File: src/rtl/burst2_pkg.sv
`timescale 1ns/1ps
package burst2_pkg;
  // read/write pin level
  typedef enum logic {RW_WRITE = 1'b0, RW_READ = 1'b1} rw_lvl_e;

  // tracker stage whose valid marks the edge that captures word 0 under K timing
  localparam int B2_CAP_K0     = 2;
  // additional cycles added by the echo-clock retiming stage
  localparam int B2_ECHO_SLIP  = 1;
  // stages needed: word-0 tap, word-1 tap, plus the echo slip
  localparam int B2_TRACK_DEPTH = B2_CAP_K0 + 2 + B2_ECHO_SLIP;
endpackage

File: src/rtl/b2_cmd_issue.sv
`timescale 1ns/1ps
module b2_cmd_issue
  import burst2_pkg::*;
#(
  parameter int ADDR_W = 20,
  parameter int DATA_W = 18
) (
  input  logic              clk,
  input  logic              rst,
  input  logic              req_valid,
  input  logic              req_write,
  input  logic [ADDR_W-1:0] req_addr,
  input  logic [DATA_W-1:0] req_wdata0,
  input  logic [DATA_W-1:0] req_wdata1,
  output logic              req_ready,
  output logic              rd_push,
  output logic              sram_ld_n,
  output logic              sram_rw,
  output logic [ADDR_W-1:0] sram_addr,
  output logic [DATA_W-1:0] wd_rise,
  output logic [DATA_W-1:0] wd_fall,
  output logic              wd_oe
);
  logic              fire;
  logic              wr_pend;
  logic [DATA_W-1:0] pend0, pend1;
  rw_lvl_e           rw_nxt;

  always_comb begin
    fire    = req_valid && req_ready;
    rd_push = fire && !req_write;
    rw_nxt  = (fire && req_write) ? RW_WRITE : RW_READ;
  end

  // command stage: driven in the cycle after acceptance
  always_ff @(posedge clk) begin
    if (rst) begin
      req_ready <= 1'b0;
      sram_ld_n <= 1'b1;
      sram_rw   <= RW_READ;
      sram_addr <= '0;
      wr_pend   <= 1'b0;
    end else begin
      req_ready <= 1'b1;
      sram_ld_n <= !fire;
      sram_rw   <= rw_nxt;
      wr_pend   <= fire && req_write;
      if (fire) sram_addr <= req_addr;
    end
  end

  // write data holding registers (no reset needed)
  always_ff @(posedge clk) begin
    if (fire && req_write) begin
      pend0 <= req_wdata0;
      pend1 <= req_wdata1;
    end
  end

  // write data stage: one cycle behind the command
  always_ff @(posedge clk) begin
    if (rst) begin
      wd_oe <= 1'b0;
    end else begin
      wd_oe <= wr_pend;
    end
  end

  always_ff @(posedge clk) begin
    if (wr_pend) begin
      wd_rise <= pend0;
      wd_fall <= pend1;
    end
  end
endmodule

File: src/rtl/b2_rd_track.sv
`timescale 1ns/1ps
module b2_rd_track #(
  parameter int TAG_W     = 4,
  parameter int DEPTH     = 5,
  parameter int FIRST_TAP = 2
) (
  input  logic                                clk,
  input  logic                                rst,
  input  logic                                push,
  input  logic [TAG_W-1:0]                    push_tag,
  output logic [DEPTH-1:FIRST_TAP]            tail_v,
  output logic [(DEPTH-FIRST_TAP-1)*TAG_W-1:0] tail_tag
);
  logic [DEPTH-1:0] v_q;
  logic [TAG_W-1:0] tag_q [DEPTH];

  for (genvar g = 0; g < DEPTH; g++) begin : g_stage
    if (g == 0) begin : g_head
      always_ff @(posedge clk) begin
        if (rst) v_q[0] <= 1'b0;
        else     v_q[0] <= push;
        tag_q[0] <= push_tag;
      end
    end else begin : g_body
      always_ff @(posedge clk) begin
        if (rst) v_q[g] <= 1'b0;
        else     v_q[g] <= v_q[g-1];
        tag_q[g] <= tag_q[g-1];
      end
    end
    if (g >= FIRST_TAP) begin : g_vtap
      assign tail_v[g] = v_q[g];
    end
    if (g > FIRST_TAP) begin : g_ttap
      assign tail_tag[(g-FIRST_TAP-1)*TAG_W +: TAG_W] = tag_q[g];
    end
  end
endmodule

File: src/rtl/b2_rd_capture.sv
`timescale 1ns/1ps
module b2_rd_capture #(
  parameter int DATA_W = 18,
  parameter int TAG_W  = 4
) (
  input  logic              clk,
  input  logic              rst,
  input  logic              cfg_echo,
  input  logic              k_w0,
  input  logic              k_w1,
  input  logic              e_w1,
  input  logic [TAG_W-1:0]  k_tag,
  input  logic [TAG_W-1:0]  e_tag,
  input  logic [DATA_W-1:0] cap_fall,
  input  logic [DATA_W-1:0] cap_rise,
  output logic              rd_valid,
  output logic [TAG_W-1:0]  rd_tag,
  output logic [DATA_W-1:0] rd_data0,
  output logic [DATA_W-1:0] rd_data1
);
  logic              take0, take1;
  logic [TAG_W-1:0]  tag1;
  logic [DATA_W-1:0] hold0;

  // echo timing shifts both taps one stage later
  always_comb begin
    take0 = cfg_echo ? k_w1  : k_w0;
    take1 = cfg_echo ? e_w1  : k_w1;
    tag1  = cfg_echo ? e_tag : k_tag;
  end

  always_ff @(posedge clk) begin
    if (take0) hold0 <= cap_fall;
  end

  always_ff @(posedge clk) begin
    if (rst) rd_valid <= 1'b0;
    else     rd_valid <= take1;
  end

  always_ff @(posedge clk) begin
    if (take1) begin
      rd_data0 <= hold0;
      rd_data1 <= cap_rise;
      rd_tag   <= tag1;
    end
  end
endmodule

File: src/rtl/burst2_sram_ctrl.sv
`timescale 1ns/1ps
module burst2_sram_ctrl
  import burst2_pkg::*;
#(
  parameter int ADDR_W = 20,
  parameter int DATA_W = 18,
  parameter int TAG_W  = 4
) (
  input  logic              clk,
  input  logic              rst,
  input  logic              cfg_echo,
  input  logic              req_valid,
  output logic              req_ready,
  input  logic              req_write,
  input  logic [ADDR_W-1:0] req_addr,
  input  logic [TAG_W-1:0]  req_tag,
  input  logic [DATA_W-1:0] req_wdata0,
  input  logic [DATA_W-1:0] req_wdata1,
  output logic              sram_ld_n,
  output logic              sram_rw,
  output logic [ADDR_W-1:0] sram_addr,
  output logic [DATA_W-1:0] wd_rise,
  output logic [DATA_W-1:0] wd_fall,
  output logic              wd_oe,
  input  logic [DATA_W-1:0] cap_fall,
  input  logic [DATA_W-1:0] cap_rise,
  output logic              rd_valid,
  output logic [TAG_W-1:0]  rd_tag,
  output logic [DATA_W-1:0] rd_data0,
  output logic [DATA_W-1:0] rd_data1
);
  localparam int TAP0   = B2_CAP_K0;
  localparam int NTAGS  = B2_TRACK_DEPTH - TAP0 - 1;

  logic                         rd_push;
  logic [B2_TRACK_DEPTH-1:TAP0] tail_v;
  logic [NTAGS*TAG_W-1:0]       tail_tag;

  b2_cmd_issue #(.ADDR_W(ADDR_W), .DATA_W(DATA_W)) u_issue (
    .clk(clk), .rst(rst),
    .req_valid(req_valid), .req_write(req_write), .req_addr(req_addr),
    .req_wdata0(req_wdata0), .req_wdata1(req_wdata1),
    .req_ready(req_ready), .rd_push(rd_push),
    .sram_ld_n(sram_ld_n), .sram_rw(sram_rw), .sram_addr(sram_addr),
    .wd_rise(wd_rise), .wd_fall(wd_fall), .wd_oe(wd_oe)
  );

  b2_rd_track #(.TAG_W(TAG_W), .DEPTH(B2_TRACK_DEPTH), .FIRST_TAP(TAP0)) u_track (
    .clk(clk), .rst(rst),
    .push(rd_push), .push_tag(req_tag),
    .tail_v(tail_v), .tail_tag(tail_tag)
  );

  b2_rd_capture #(.DATA_W(DATA_W), .TAG_W(TAG_W)) u_cap (
    .clk(clk), .rst(rst), .cfg_echo(cfg_echo),
    .k_w0(tail_v[TAP0]),
    .k_w1(tail_v[TAP0+1]),
    .e_w1(tail_v[TAP0+1+B2_ECHO_SLIP]),
    .k_tag(tail_tag[0 +: TAG_W]),
    .e_tag(tail_tag[B2_ECHO_SLIP*TAG_W +: TAG_W]),
    .cap_fall(cap_fall), .cap_rise(cap_rise),
    .rd_valid(rd_valid), .rd_tag(rd_tag),
    .rd_data0(rd_data0), .rd_data1(rd_data1)
  );
endmodule

File: config.mk
export PLATFORM = sky130hd
export DESIGN_NAME = burst2_sram_ctrl
export DESIGN_NICKNAME = d
export VERILOG_FILES = /design/src/rtl/burst2_pkg.sv /design/src/rtl/b2_cmd_issue.sv /design/src/rtl/b2_rd_track.sv /design/src/rtl/b2_rd_capture.sv /design/src/rtl/burst2_sram_ctrl.sv
export SDC_FILE = /design/constraint.sdc
export NUM_CORES = 1
export LEC_CHECK = 0
export ABC_AREA = 0
export BUFFER_PORTS_ARGS = -buffer_cell sky130_fd_sc_hd__buf_2
export CORE_ASPECT_RATIO = 1.75
export CORE_MARGIN = 2
export CORE_UTILIZATION = 48
export CTS_CLUSTER_SIZE = 30
export DETAILED_ROUTE_END_ITERATION = 16
export PLACE_DENSITY = 0.78
export SLEW_MARGIN = 20
export SYNTH_ARGS = -nofsm -noshare
export SYNTH_HDL_FRONTEND = slang
export SYNTH_SLANG_ARGS = --single-unit
File: constraint.sdc
create_clock -name clk -period 2.7 [get_ports clk]
set_input_delay 0.135 -clock clk [delete_from_list [all_inputs] [get_ports clk]]
set_output_delay 0.135 -clock clk [all_outputs]
set_load 0.1 [all_outputs]
# Yosys cells after proc, flatten, opt, wreduce, memory -nomap -nowiden
# Memories as Yosys holds them, arrays and structs flattened.
# Cells that the tools add are included.
[totals]
register_bits = 161
ram_bits = 20
input_bits = 101
out_inout_bits = 101
word_cells = 31
n_memories = 1
[memory_table]
columns = ["memory", "depth", "width", "read_ports", "rd_clocked_by_memory_dff", "write_ports", "line_no", "rtl"]
rows = [
  ["u_track.tag_q", 5, 4, 5, 0, 5, "b2_rd_track.sv:15", "logic [TAG_W-1:0] tag_q [DEPTH];"],
]
[op_classes]
n_mux = 5
reduce_logical = 5
[op_table]
columns = ["cell", "n"]
rows = [
  ["1-bit two-way mux", 4],
  ["4-bit two-way mux", 1],
  ["1-bit logical AND", 3],
  ["1-bit logical NOT", 2],
]

# Depth between registers and ports, before layout
[depth]
ltp_word = 3
ltp_mapped = 3
depth_no_buf = 2

# Modules after synthesis
# A second synthesis with hierarchy kept.
[hier_totals]
hier_cells = 263
hier_area_um2 = 5607.9
[modules_own_cells]
columns = ["module", "n_inst", "cells_per_inst", "area_each_um2", "seq_area_each_um2"]
rows = [
  ["b2_cmd_issue", 1, 155, 3135.5, 2662.6],
  ["b2_rd_capture", 1, 67, 1858.0, 1761.7],
  ["b2_rd_track", 1, 41, 614.3, 500.5],
]

# Worst setup path after synthesis
# No wires, ideal clock.
[synth_path]
path_type = "reg-to-reg"
start = "reg u_issue.req_ready"
end = "reg u_issue.pend0[0] (enable)"
setup_time_ns = 0.397
arrival_time_ns = 2.209
t_required_ns = 2.303
setup_slack_ns = 0.094
stages_incl_launch_ff = 3
path_buffers = 1
period_less_slack_ns = 2.606
path_cell_list = "dfxtp_1 > clkbuf_1 > and3_1"
[synth_via]
elab_chain_cells = 2
[synth_lines]
columns = ["item", "line_no", "rtl"]
rows = [
  ["start: declaration", "b2_cmd_issue.sv:15", "output logic req_ready,"],
  ["start signal: assignment", "b2_cmd_issue.sv:38", "req_ready <= 1'b0;"],
  ["start signal: assignment", "b2_cmd_issue.sv:44", "req_ready <= 1'b1;"],
  ["1-bit logical AND", "b2_cmd_issue.sv:30", "fire = req_valid && req_ready;"],
  ["1-bit logical AND", "b2_cmd_issue.sv:54", "if (fire && req_write) begin"],
  ["end signal: assignment", "b2_cmd_issue.sv:55", "pend0 <= req_wdata0;"],
  ["end: declaration", "b2_cmd_issue.sv:26", "logic [DATA_W-1:0] pend0, pend1;"],
]
# No other way between the ends.
# A chain may end at the register's enable or synchronous reset.

# Final worst setup path
[layout_path]
start = "reg u_issue.req_ready"
end = "out req_ready"
[layout_rtl]
columns = ["item", "line_no", "rtl"]
rows = [
  ["end: declaration", "burst2_sram_ctrl.sv:13", "output logic req_ready,"],
]
# No word-level cell between the ends.

==> flow_metrics.tcl <==
set metrics [dict create \
    syn_area_um2 5530 \
    post_cts_resize_count 0 \
    dieArea_um2 12400 \
    cts_root_buf "clkbuf_16" \
    yosysUniqueCellTypes 17 \
    regToRegSetupSlack_ns 1.15 \
    cts_tree "done" \
    grt.met1_usage_pct 19.9 \
    cts_setup_buffers 0 \
    via_per_inst 4.81 \
    final_max_slew_viol_count 0 \
    fmax_mhz 639 \
    met2_usage_pct 32.8 \
    finalSetupTns_ns 0 \
    cp-end-kind "output pin" \
    synth_seq_cells 181 \
    regToRegStartpoint "u_track.tail_v[3]" \
    reg2reg_depth 1 \
    die_h_um 146 \
    drive_gt1_share_pct 46.8 \
    drcViolationCount 0 \
    clock-sinks 181 \
    wl_per_cell_um 16.6 \
    layout.cells.non_filler 685 \
    yosys-top-cells-count "edfxtp_1, dfxtp_1, a31o_1, and4b_1" \
    grt_pass1_vias 3525 \
    cpMaxStageDelayCell "buf_2" \
    insertion_delay_ns 0.41 \
    crit-reg2reg-capture "u_cap.rd_data0[5]" \
    cts_buffers 17 \
    worstSetupStartpointType "flop" \
    grt_first_pass_wirelength_um 17500 \
    critPathKind "flop to output pin" \
    top_regs "u_issue.sram_addr: 20 flops, u_track.tag_q: 20 flops" \
    areaGrowthSynthToFinish_pct 45.5 \
    antenna_found_initial 0 \
    path_clk_slew_ns 0.06 \
    finalWirelength_um 11300 \
    crit_chain "buf_4, buf_2" \
    num-nets-final 641 \
    worst-endpoint-required_ns 2.57 \
    io_pins 202 \
    grt_remaining_overflow 0 \
    synthCells 252 \
    vias 3295 \
    crit_path_end "req_ready" \
    grtUsageMet3_pct 6.11 \
    synth_most_common_cell "edfxtp_1" \
    yosysTopAreaCell "edfxtp_1" \
    crit_path_max_incr_delay_ns 0.46 \
    portBuffers 201 \
    fin_skew_ns 0.00630 \
    setup_violations 0 \
    synth_edf_count 130 \
    clockBufferDepth 2 \
    synth_warnings 0 \
    grt_max_degree 42 \
    maxCapViolCount 0 \
    antenna_left 0 \
    coreArea_um2 11200 \
    worstPathArrival_ns 1.43 \
    slew_headroom_pct 35.7 \
    crit_path_start "u_issue.req_ready" \
    h-tree-depth 4 \
    hold_class "input port to flop" \
    die_width_um 85.2 \
    n_fill_cell 701 \
    dp_hpwl_um 7120 \
    tightest_slew_ns 0.964 \
    power_leakage_uw 0.00333 \
    crit_path_max_fanout 23 \
    ys_seq_area_share_pct 89.0 \
    hold_viol 0 \
    yosysTopAreaCellShare_pct 70.6 \
    yosys_most_used_dff "edfxtp_1" \
    num_rows 51 \
    status "finished clean" \
    grt_usage_pct 18.8 \
    synth_area_leaders "edfxtp_1, dfxtp_1, and4b_1" \
    num_antenna_cells 0 \
    gp_congestion 0.749 \
    power_density_nw_per_um2 742 \
    grt.busiest_layer "met2" \
    first_pass_iters 4 \
    rsz0062_at_grt "false" \
    start_util_pct 49.5 \
    syn_nets 353 \
    drt_iter0_markers 185 \
    min_period_ns 1.56 \
    irDropWorstVdd_v 0.000516 \
    min_period_over_period_pct 57.9 \
    synth.avg_cell_area_um2 22.0 \
    dp.cells 576 \
    async_reset_ff_share_pct 0 \
    hp-start "req_addr[15]" \
]
==> cell type report <==
class	instances	area, µm²	share of cell area (%)
Sequential cell	181	4920	61.2
Timing Repair Buffer	280	1790	22.3
Clock buffer	23	553	6.87
Multi-Input combinational cell	59	538	6.69
Tap cell	132	165	2.05
Clock inverter	9	70.1	0.871
Inverter	1	3.75	0.0466
==> where the power goes <==
| part | switching (µW) | leakage [µW] | internal [µW] | total (µW) |
|---|---|---|---|---|
| logic | 289 | 0.00141 | 166 | 455 |
| clock network | 1000 | 0.000316 | 1470 | 2470 |
| registers | 19.5 | 0.00160 | 3030 | 3050 |
| total | 1310 | 0.00333 | 4670 | 5970 |
==> routing by layer <==
layer  wire length [µm]  vias up
met5                  0        -
met4                368        0
met3                821       26
met2               6120      152
met1               4030     1554
li1                   -     1563
==> worst max-delay path: cells and delay by family (launching register included) <==
kind	cells	cell delay, ns
DFF	1	0.34
buffers and inverters	2	0.68
==> logic make-up (layout without fill, tap and decap cells) <==
| family | Yosys count | in the layout | share of synthesized area, % |
|---|---|---|---|
| compound gates | 20 | 20 | 3.17 |
| mux | 6 | 6 | 1.22 |
| simple gates | 33 | 33 | 5.32 |
| flops | 181 | 181 | 89.0 |
| buf+inv | 12 | 313 | 1.27 |
==> worst min path at each step <==
stage | endpoint | slack (ns) | cells past startpoint
5_1_grt | u_issue.sram_addr[17] | 0.1 | 3
6_report | u_issue.sram_addr[15] | 0.1 | 3
2_1_floorplan | u_track.tag_q[0][0] | 0.16 | 0
3_3_place_gp | u_track.tag_q[0][0] | 0.24 | 1
4_1_cts | u_issue.sram_addr[15] | 0.08 | 3
3_5_place_dp | u_track.tag_q[0][0] | 0.24 | 1
==> through the flow <==
step                      worst slack, ns  hold slack [ns]  power (µW)  area (µm²)  utilization [%]
after CTS                            1.12           0.0764        6020        8050             72.1
after global routing                 1.05           0.0964        6170        8050             72.1
after detailed placement             1.08            0.239        3480        6650             59.6
final                                1.14           0.0989        5970        8050             72.1
after floorplan                    0.0942            0.163        3360        5530                -
after global placement               1.16            0.238        3460        6650             59.6
==> repair_timing <==
item	in CTS	in global routing
endpoints found under the setup margin	0	0
endpoints found under the hold margin	79	0
hold buffers	77	0
==> placed cells by master, fill, tap and decap left out, drive strengths merged, types with 5 or more instances in the layout <==
master and instances:
buf 203, edfxtp 130, dlygate4sd3 77, dfxtp 51, clkbuf 23, and4b 20
a31o 20, inv 9, mux2 6, and2b 5
Note: power is estimated with default switching activity, not from simulation.
